`src/rtl/dbg_trap_pkg.sv`:
```
package dbg_trap_pkg;
  localparam int NUM_BP  = 4;
  localparam int XLEN    = 32;
  localparam int SEL_W   = 3;

  localparam logic [SEL_W-1:0] SEL_CTL  = 3'd4;
  localparam logic [SEL_W-1:0] SEL_STAT = 3'd5;

  localparam int ST_BD = 13;
  localparam int ST_BS = 14;
  localparam int ST_BT = 15;

  localparam logic [XLEN-1:0] ST_DEF_MASK  = 32'h0000_E00F;
  localparam logic [XLEN-1:0] CTL_DEF_MASK = 32'hFFFF_00FF;

  localparam logic [1:0] LEN_1B  = 2'b00;
  localparam logic [1:0] LEN_2B  = 2'b01;
  localparam logic [1:0] LEN_BAD = 2'b10;
  localparam logic [1:0] LEN_4B  = 2'b11;

  localparam logic [1:0] KIND_EXEC = 2'b00;
  localparam logic [1:0] KIND_WR   = 2'b01;
  localparam logic [1:0] KIND_IO   = 2'b10;
  localparam logic [1:0] KIND_RW   = 2'b11;

  typedef enum logic [1:0] {
    CAUSE_NONE  = 2'b00,
    CAUSE_FETCH = 2'b01,
    CAUSE_DATA  = 2'b10,
    CAUSE_STEP  = 2'b11
  } cause_e;

  typedef struct packed {
    logic [1:0] len;
    logic [1:0] kind;
  } bp_fld_t;
endpackage

```
`src/rtl/dbg_regfile.sv`:
```
module dbg_regfile
  import dbg_trap_pkg::*;
(
  input  logic                   clk,
  input  logic                   rst_n,
  input  logic                   reg_req,
  input  logic                   reg_we,
  input  logic [SEL_W-1:0]       reg_sel,
  input  logic [XLEN-1:0]        reg_wdata,
  input  logic [1:0]             priv_lvl,
  output logic [XLEN-1:0]        reg_rdata,
  output logic                   reg_fault,
  input  logic [NUM_BP-1:0]      hit_set,
  input  logic                   bs_set,
  output logic [XLEN-1:0]        bp_addr [NUM_BP],
  output logic [XLEN-1:0]        ctl_q,
  output logic [XLEN-1:0]        stat_q
);
  logic acc_ok;
  logic wr_ok;

  assign acc_ok    = reg_req && (priv_lvl == 2'd0);
  assign reg_fault = reg_req && (priv_lvl != 2'd0);
  assign wr_ok     = acc_ok && reg_we;

  for (genvar i = 0; i < NUM_BP; i++) begin : g_addr
    logic            a_en;
    logic [XLEN-1:0] a_q;
    assign a_en = wr_ok && (reg_sel == SEL_W'(i));
    always_ff @(posedge clk or negedge rst_n) begin
      if (!rst_n)    a_q <= '0;
      else if (a_en) a_q <= reg_wdata;
    end
    assign bp_addr[i] = a_q;
  end

  logic            ctl_en;
  logic [XLEN-1:0] ctl_nxt;
  always_comb begin
    ctl_en  = wr_ok && (reg_sel == SEL_CTL);
    ctl_nxt = reg_wdata & CTL_DEF_MASK;
  end
  always_ff @(posedge clk or negedge rst_n) begin
    if (!rst_n)      ctl_q <= '0;
    else if (ctl_en) ctl_q <= ctl_nxt;
  end

  logic            st_wr;
  logic            st_en;
  logic [XLEN-1:0] st_evt;
  logic [XLEN-1:0] st_nxt;
  always_comb begin
    st_wr         = wr_ok && (reg_sel == SEL_STAT);
    st_evt        = '0;
    st_evt[NUM_BP-1:0] = hit_set;
    st_evt[ST_BS] = bs_set;
    st_en         = st_wr || (|hit_set) || bs_set;
    st_nxt        = ((st_wr ? reg_wdata : stat_q) & ST_DEF_MASK) | st_evt;
  end
  always_ff @(posedge clk or negedge rst_n) begin
    if (!rst_n)     stat_q <= '0;
    else if (st_en) stat_q <= st_nxt;
  end

  always_comb begin
    reg_rdata = '0;
    if (acc_ok) begin
      if (reg_sel < SEL_W'(NUM_BP))  reg_rdata = bp_addr[reg_sel[1:0]];
      else if (reg_sel == SEL_CTL)   reg_rdata = ctl_q;
      else if (reg_sel == SEL_STAT)  reg_rdata = stat_q | ~ST_DEF_MASK;
    end
  end
endmodule

```
`src/rtl/dbg_bp_match.sv`:
```
module dbg_bp_match
  import dbg_trap_pkg::*;
(
  input  logic [XLEN-1:0] bp_addr,
  input  logic            armed,
  input  bp_fld_t         fld,
  input  logic            ext_en,
  input  logic            fetch_valid,
  input  logic [XLEN-1:0] fetch_addr,
  input  logic            dacc_valid,
  input  logic [XLEN-1:0] dacc_addr,
  input  logic [1:0]      dacc_size,
  input  logic            dacc_wr,
  input  logic            dacc_io,
  output logic            fetch_hit,
  output logic            data_hit
);
  logic            len_ok;
  logic [XLEN-1:0] win_mask;
  logic            kind_ok;
  logic [2:0]      nbytes;
  logic            overlap;
  logic [XLEN-1:0] byte_addr;

  always_comb begin
    len_ok = (fld.len != LEN_BAD);
    case (fld.len)
      LEN_2B:  win_mask = ~XLEN'(1);
      LEN_4B:  win_mask = ~XLEN'(3);
      default: win_mask = '1;
    endcase
  end

  assign fetch_hit = armed && len_ok && fetch_valid && (fld.kind == KIND_EXEC) &&
                     (((fetch_addr ^ bp_addr) & win_mask) == '0);

  always_comb begin
    case (fld.kind)
      KIND_WR: kind_ok = dacc_wr && !dacc_io;
      KIND_RW: kind_ok = !dacc_io;
      KIND_IO: kind_ok = ext_en && dacc_io;
      default: kind_ok = 1'b0;
    endcase
    case (dacc_size)
      2'b00:   nbytes = 3'd1;
      2'b01:   nbytes = 3'd2;
      2'b11:   nbytes = 3'd4;
      default: nbytes = 3'd0;
    endcase
    overlap = 1'b0;
    for (int k = 0; k < 4; k++) begin
      byte_addr = dacc_addr + XLEN'(k);
      if ((3'(k) < nbytes) && (((byte_addr ^ bp_addr) & win_mask) == '0))
        overlap = 1'b1;
    end
  end

  assign data_hit = armed && len_ok && dacc_valid && kind_ok && overlap;
endmodule

```
`src/rtl/dbg_trap_ctrl.sv`:
```
module dbg_trap_ctrl
  import dbg_trap_pkg::*;
(
  input  logic              clk,
  input  logic              rst_n,
  input  logic              retire,
  input  logic              trap_flag,
  input  logic              resume_flag,
  input  logic [NUM_BP-1:0] fetch_raw,
  input  logic [NUM_BP-1:0] data_raw,
  output logic [NUM_BP-1:0] hit_set,
  output logic              step_hit,
  output logic              trig_any,
  output logic              fetch_any,
  output logic              dbg_req,
  output cause_e            dbg_cause
);
  logic [NUM_BP-1:0] fetch_q;
  logic              data_any;
  logic              step_arm_q;
  logic              step_arm_nxt;
  logic              req_nxt;
  cause_e            cause_nxt;

  always_comb begin
    fetch_q      = resume_flag ? '0 : fetch_raw;
    fetch_any    = |fetch_q;
    data_any     = |data_raw;
    hit_set      = fetch_q | data_raw;
    step_hit     = retire && trap_flag && step_arm_q;
    step_arm_nxt = trap_flag;
    trig_any     = fetch_any || data_any || step_hit;
    req_nxt      = trig_any;
    if (fetch_any)     cause_nxt = CAUSE_FETCH;
    else if (data_any) cause_nxt = CAUSE_DATA;
    else if (step_hit) cause_nxt = CAUSE_STEP;
    else               cause_nxt = CAUSE_NONE;
  end

  always_ff @(posedge clk or negedge rst_n) begin
    if (!rst_n)      step_arm_q <= 1'b0;
    else if (retire) step_arm_q <= step_arm_nxt;
  end

  always_ff @(posedge clk or negedge rst_n) begin
    if (!rst_n) begin
      dbg_req   <= 1'b0;
      dbg_cause <= CAUSE_NONE;
    end else begin
      dbg_req   <= req_nxt;
      dbg_cause <= cause_nxt;
    end
  end
endmodule

```
`src/rtl/dbg_trap_unit.sv`:
```
module dbg_trap_unit
  import dbg_trap_pkg::*;
(
  input  logic        clk,
  input  logic        rst_n,
  input  logic        dbg_ext_en_i,
  input  logic        reg_req_i,
  input  logic        reg_we_i,
  input  logic [2:0]  reg_sel_i,
  input  logic [31:0] reg_wdata_i,
  input  logic [1:0]  priv_lvl_i,
  output logic [31:0] reg_rdata_o,
  output logic        reg_fault_o,
  input  logic        fetch_valid_i,
  input  logic [31:0] fetch_addr_i,
  input  logic        dacc_valid_i,
  input  logic [31:0] dacc_addr_i,
  input  logic [1:0]  dacc_size_i,
  input  logic        dacc_wr_i,
  input  logic        dacc_io_i,
  input  logic        retire_i,
  input  logic        trap_flag_i,
  input  logic        resume_flag_i,
  output logic        dbg_req_o,
  output logic [1:0]  dbg_cause_o
);
  logic [XLEN-1:0]   bp_addr [NUM_BP];
  logic [XLEN-1:0]   ctl_q;
  logic [XLEN-1:0]   stat_q;
  logic [NUM_BP-1:0] fetch_raw;
  logic [NUM_BP-1:0] data_raw;
  logic [NUM_BP-1:0] hit_set;
  logic              step_hit;
  logic              trig_any;
  logic              fetch_any;
  cause_e            cause;

  dbg_regfile u_regs (
    .clk       (clk),
    .rst_n     (rst_n),
    .reg_req   (reg_req_i),
    .reg_we    (reg_we_i),
    .reg_sel   (reg_sel_i),
    .reg_wdata (reg_wdata_i),
    .priv_lvl  (priv_lvl_i),
    .reg_rdata (reg_rdata_o),
    .reg_fault (reg_fault_o),
    .hit_set   (hit_set),
    .bs_set    (step_hit),
    .bp_addr   (bp_addr),
    .ctl_q     (ctl_q),
    .stat_q    (stat_q)
  );

  for (genvar i = 0; i < NUM_BP; i++) begin : g_bp
    bp_fld_t fld;
    logic    armed;
    assign armed = ctl_q[2*i] | ctl_q[2*i+1];
    assign fld   = bp_fld_t'(ctl_q[16+4*i +: 4]);
    dbg_bp_match u_match (
      .bp_addr     (bp_addr[i]),
      .armed       (armed),
      .fld         (fld),
      .ext_en      (dbg_ext_en_i),
      .fetch_valid (fetch_valid_i),
      .fetch_addr  (fetch_addr_i),
      .dacc_valid  (dacc_valid_i),
      .dacc_addr   (dacc_addr_i),
      .dacc_size   (dacc_size_i),
      .dacc_wr     (dacc_wr_i),
      .dacc_io     (dacc_io_i),
      .fetch_hit   (fetch_raw[i]),
      .data_hit    (data_raw[i])
    );
  end

  dbg_trap_ctrl u_ctrl (
    .clk         (clk),
    .rst_n       (rst_n),
    .retire      (retire_i),
    .trap_flag   (trap_flag_i),
    .resume_flag (resume_flag_i),
    .fetch_raw   (fetch_raw),
    .data_raw    (data_raw),
    .hit_set     (hit_set),
    .step_hit    (step_hit),
    .trig_any    (trig_any),
    .fetch_any   (fetch_any),
    .dbg_req     (dbg_req_o),
    .dbg_cause   (cause)
  );

  assign dbg_cause_o = cause;
endmodule

```
`config.mk`:
```
export PLATFORM = sky130hd
export DESIGN_NAME = dbg_trap_unit
export DESIGN_NICKNAME = d
export VERILOG_FILES = /design/src/rtl/dbg_trap_pkg.sv /design/src/rtl/dbg_regfile.sv /design/src/rtl/dbg_bp_match.sv /design/src/rtl/dbg_trap_ctrl.sv /design/src/rtl/dbg_trap_unit.sv
export SDC_FILE = /design/constraint.sdc
export NUM_CORES = 1
export LEC_CHECK = 0
export BUFFER_PORTS_ARGS = -buffer_cell sky130_fd_sc_hd__buf_2
export CAP_MARGIN = 20
export CORE_ASPECT_RATIO = 1.2
export CORE_UTILIZATION = 60
export DETAILED_ROUTE_END_ITERATION = 10
export PLACE_DENSITY_LB_ADDON = 0.25
export SLEW_MARGIN = 20
export SYNTH_ARGS = -nofsm -noshare
export SYNTH_HDL_FRONTEND = slang
export SYNTH_HIERARCHICAL = 1
export SYNTH_SLANG_ARGS = --single-unit
```
`constraint.sdc`:
```
create_clock -name clk -period 2.95 [get_ports clk]
set_input_delay 0.4425 -clock clk [delete_from_list [all_inputs] [get_ports clk]]
set_output_delay 0.4425 -clock clk [all_outputs]
set_load 0.005 [all_outputs]
```
==> out/results.ini, run 1 <==
[placement]
place_inst=3358
place_congestion=1.26
place_ws_ps=-871
portBuffers=150
dp_hpwl_um=77600

[global_route]
grt.overflow.total=193
grt_max_degree=58
grt_pass1_wl_um=180000
grt_pass1_vias=28300
grt_use_total_pct=74.0

[logic_synthesis]
syn-cell-area_sq_um=19200
avgSynthCellArea_sq_um=8.42
yosys_warnings=6
syn-num-nets=2407
synth_cells=2276

[status]
error=[ERROR GRT-0116] Global routing finished with congestion. Check the congestion regions in the DRC Viewer.
stop_stage=global routing
outcome=stopped before the end

[die]
rows=71
die_y_um=198
initial_utilization_pct=61.1
boundaryPins=151
die_w_um=165

[clock_network]
cts_max_path_buffers=2
htree_levels=4
cts_buffers=17
cts-root-buf=clkbuf_16

==> stage by stage <==
step / TNS [ps] / util [%] / instance area, sq um / hold WS (ps)
floorplan: 0 / - / 19300 / 147
CTS: 0 / 83.9 / 26300 / 225
detailed placement: -5220 / 80.1 / 25100 / 452
global placement: -4490 / 80.1 / 25100 / 447
==> layer usage <==
| layer | global-route usage [%] | overflow |
|---|---|---|
| met2 | 90.2 | 117 |
| met5 | 29.3 | 0 |
| met3 | 57.3 | 4 |
| met1 | 75.8 | 2 |
| met4 | 70.7 | 70 |
==> repair_timing <==
action,in CTS
setup endpoints to repair,7
gates cloned,1
resized for setup,109
hold buffers,1
setup buffers,14
endpoints found under the hold margin,55
pin swaps,32
==> run 2: changes to the inputs <==
- CORE_ASPECT_RATIO: 1.2 -> not set
- CORE_UTILIZATION: 60 -> 40
- PLACE_DENSITY_LB_ADDON: 0.25 -> 0.15
==> out/results.ini, run 2 <==
[placement]
place_congestion=1.09
portBuffers=150
place_ws_ps=-930
placed_cell_area_sq_um=26700
dp_hpwl_um=91800

[cells_and_area]
top_register=u_regs/g_addr.a_q
drive_gt1_share_pct=43.6
largest_reg_flops=128
final_common_cell=buf_4
fill_cells=4170
final_cell_mix=buf_4, xnor2_1, xor2_1, nor2_1, dfrtp_1
area_delta_synth_final_pct=49.7
postLayoutCellArea_sq_um=28700
fin_nets=3290
multi_input_area_sq_um=15300
reg.largest.list=u_regs/g_addr.a_q: 128 flops, u_regs/ctl_q: 24 flops, u_regs/stat_q: 7 flops
seq_area_sq_um=4090

[power]
p_per_area_nw_per_um2=403
p_leak_nw=12.3
irDropWorstVdd_mv=0.395

[setup_path]
r2r_slack_ps=-170
crit_arrival_ps=3490
rr_startpoint=u_regs/g_addr[1].a_q[10]
worst_setup_path_end_kind=flip-flop
critPathLaunch=u_regs/g_addr[1].a_q[10]
crit_type=reg2reg
crit_required_ps=3310
cp_max_fo=4
reg2reg_depth=13
worst_setup_path_start_kind=flip-flop
r2r-end=u_ctrl/dbg_cause[0]

[sta]
setup_viol=5
drv_slew=0
rsz0062_at_grt=true
fin_hold_ws_ps=-13.6
skew_ps=14.2
fin_ws_ps=-174
period_needed_ps=3120
fmax_ghz=0.320
slew_headroom_pct=38.5
setup_tns_ps=-538
worst_pin_slew_ps=913
hold_viol=5
fin_crit_sh_pct=106

[clock_network]
htree_levels=4
cts_max_path_buffers=2
path_clk_slew_ps=80
cts_buffers=17
cts-root-buf=clkbuf_16
clk_latency_ps=460
cts_tree=yes
cts_num_sinks=163

[global_route]
grt_use_total_pct=45.2
antenna_found_initial=2
grt_max_degree=71
grt_pass1_wl_um=160000
grt_pass1_vias=23200
grt.overflow.total=0

[die]
core_area_sq_um=47000
die_w_um=221
boundaryPins=151
design.die.area_sq_um=48800
initial_utilization_pct=40.8
rows=79
die_y_um=221

[logic_synthesis]
syn-num-nets=2407
yosys_warnings=6
syn-cell-area_sq_um=19200
avgSynthCellArea_sq_um=8.42
synth_cells=2276

[status]
violations=negative hold slack, negative setup slack
outcome=finished, violations left

[route]
drc_errors=0
drt_pass1_iterations=7
dr.first_iter.drc_count=3603
wl_per_cell_um=30.2
wirelength_um=114000
ant_nets=0
num_vias=24300
via_per_inst=6.41

[hold_path]
hold_class=in2async

[flow_run]
max_cap_violations=0

-- run 2: power breakdown --
| part | internal [mW] | switching (mW) | total, mW |
|---|---|---|---|
| registers | 2.53 | 0.471 | 3.00 |
| logic | 2.78 | 3.35 | 6.13 |
| clock network | 1.24 | 1.19 | 2.43 |
-- run 2: area by class of cell --
cell class                      count  area share [%]
Tap cell                          607            2.65
Inverter                           31           0.432
Timing Repair Buffer              969            27.3
Antenna cell                        2          0.0174
Clock inverter                     15           0.724
Multi-Input combinational cell   1977            53.2
Clock buffer                       17            1.48
Sequential cell                   163            14.2
-- run 2: what timing repair did --
action / 4_1_cts / 5_1_grt
cloned: 0 / 2
hold buffers: 0 / 0
setup buffers: 26 / 19
pin swaps: 28 / 27
endpoints found under the setup margin: 7 / 7
gates resized for setup: 129 / 83
-- run 2: worst max path at each step --
stage	end	cells past startpoint
floorplan	u_regs/stat_q[0]	12
global placement	u_regs/stat_q[3]	16
detailed placement	u_regs/stat_q[1]	15
CTS	u_ctrl/dbg_cause[0]	13
global route	u_ctrl/dbg_cause[0]	14
finish	u_ctrl/dbg_cause[0]	13
-- run 2: per-stage QoR --
step	total power, mW	hold WS [ps]	utilization, %	cells
after global placement	8.58	493	56.8	3701
after detailed placement	8.62	498	56.8	3701
final	11.6	-13.6	61.1	3781
after floorplan	5.37	147	-	2276
after global routing	11.8	41.8	61.1	3779
after CTS	11.2	35.7	59.8	3758
-- run 2: critical path: stages, from the launching register on --
cell and delay, ps:
dfrtp_1 490, buf_4 260, xor2_2 240, buf_4 160
nor2_1 40, a31oi_1 240, buf_4 170, nor4_1 40
nand4_1 110, and4b_1 200, o31a_1 310, buf_12 160
or4_4 510, o22ai_2 120
-- run 2: metal layers --
metal | GRT usage, % | routed length, um | vias to the layer above
li1 | - | - | 10300
met1 | 59.1 | 44500 | 11800
met2 | 65.6 | 46500 | 1837
met3 | 14.1 | 15400 | 360
met4 | 25.0 | 7670 | 2
met5 | 1.56 | 107 | -
(Power assumes the default switching activity.)
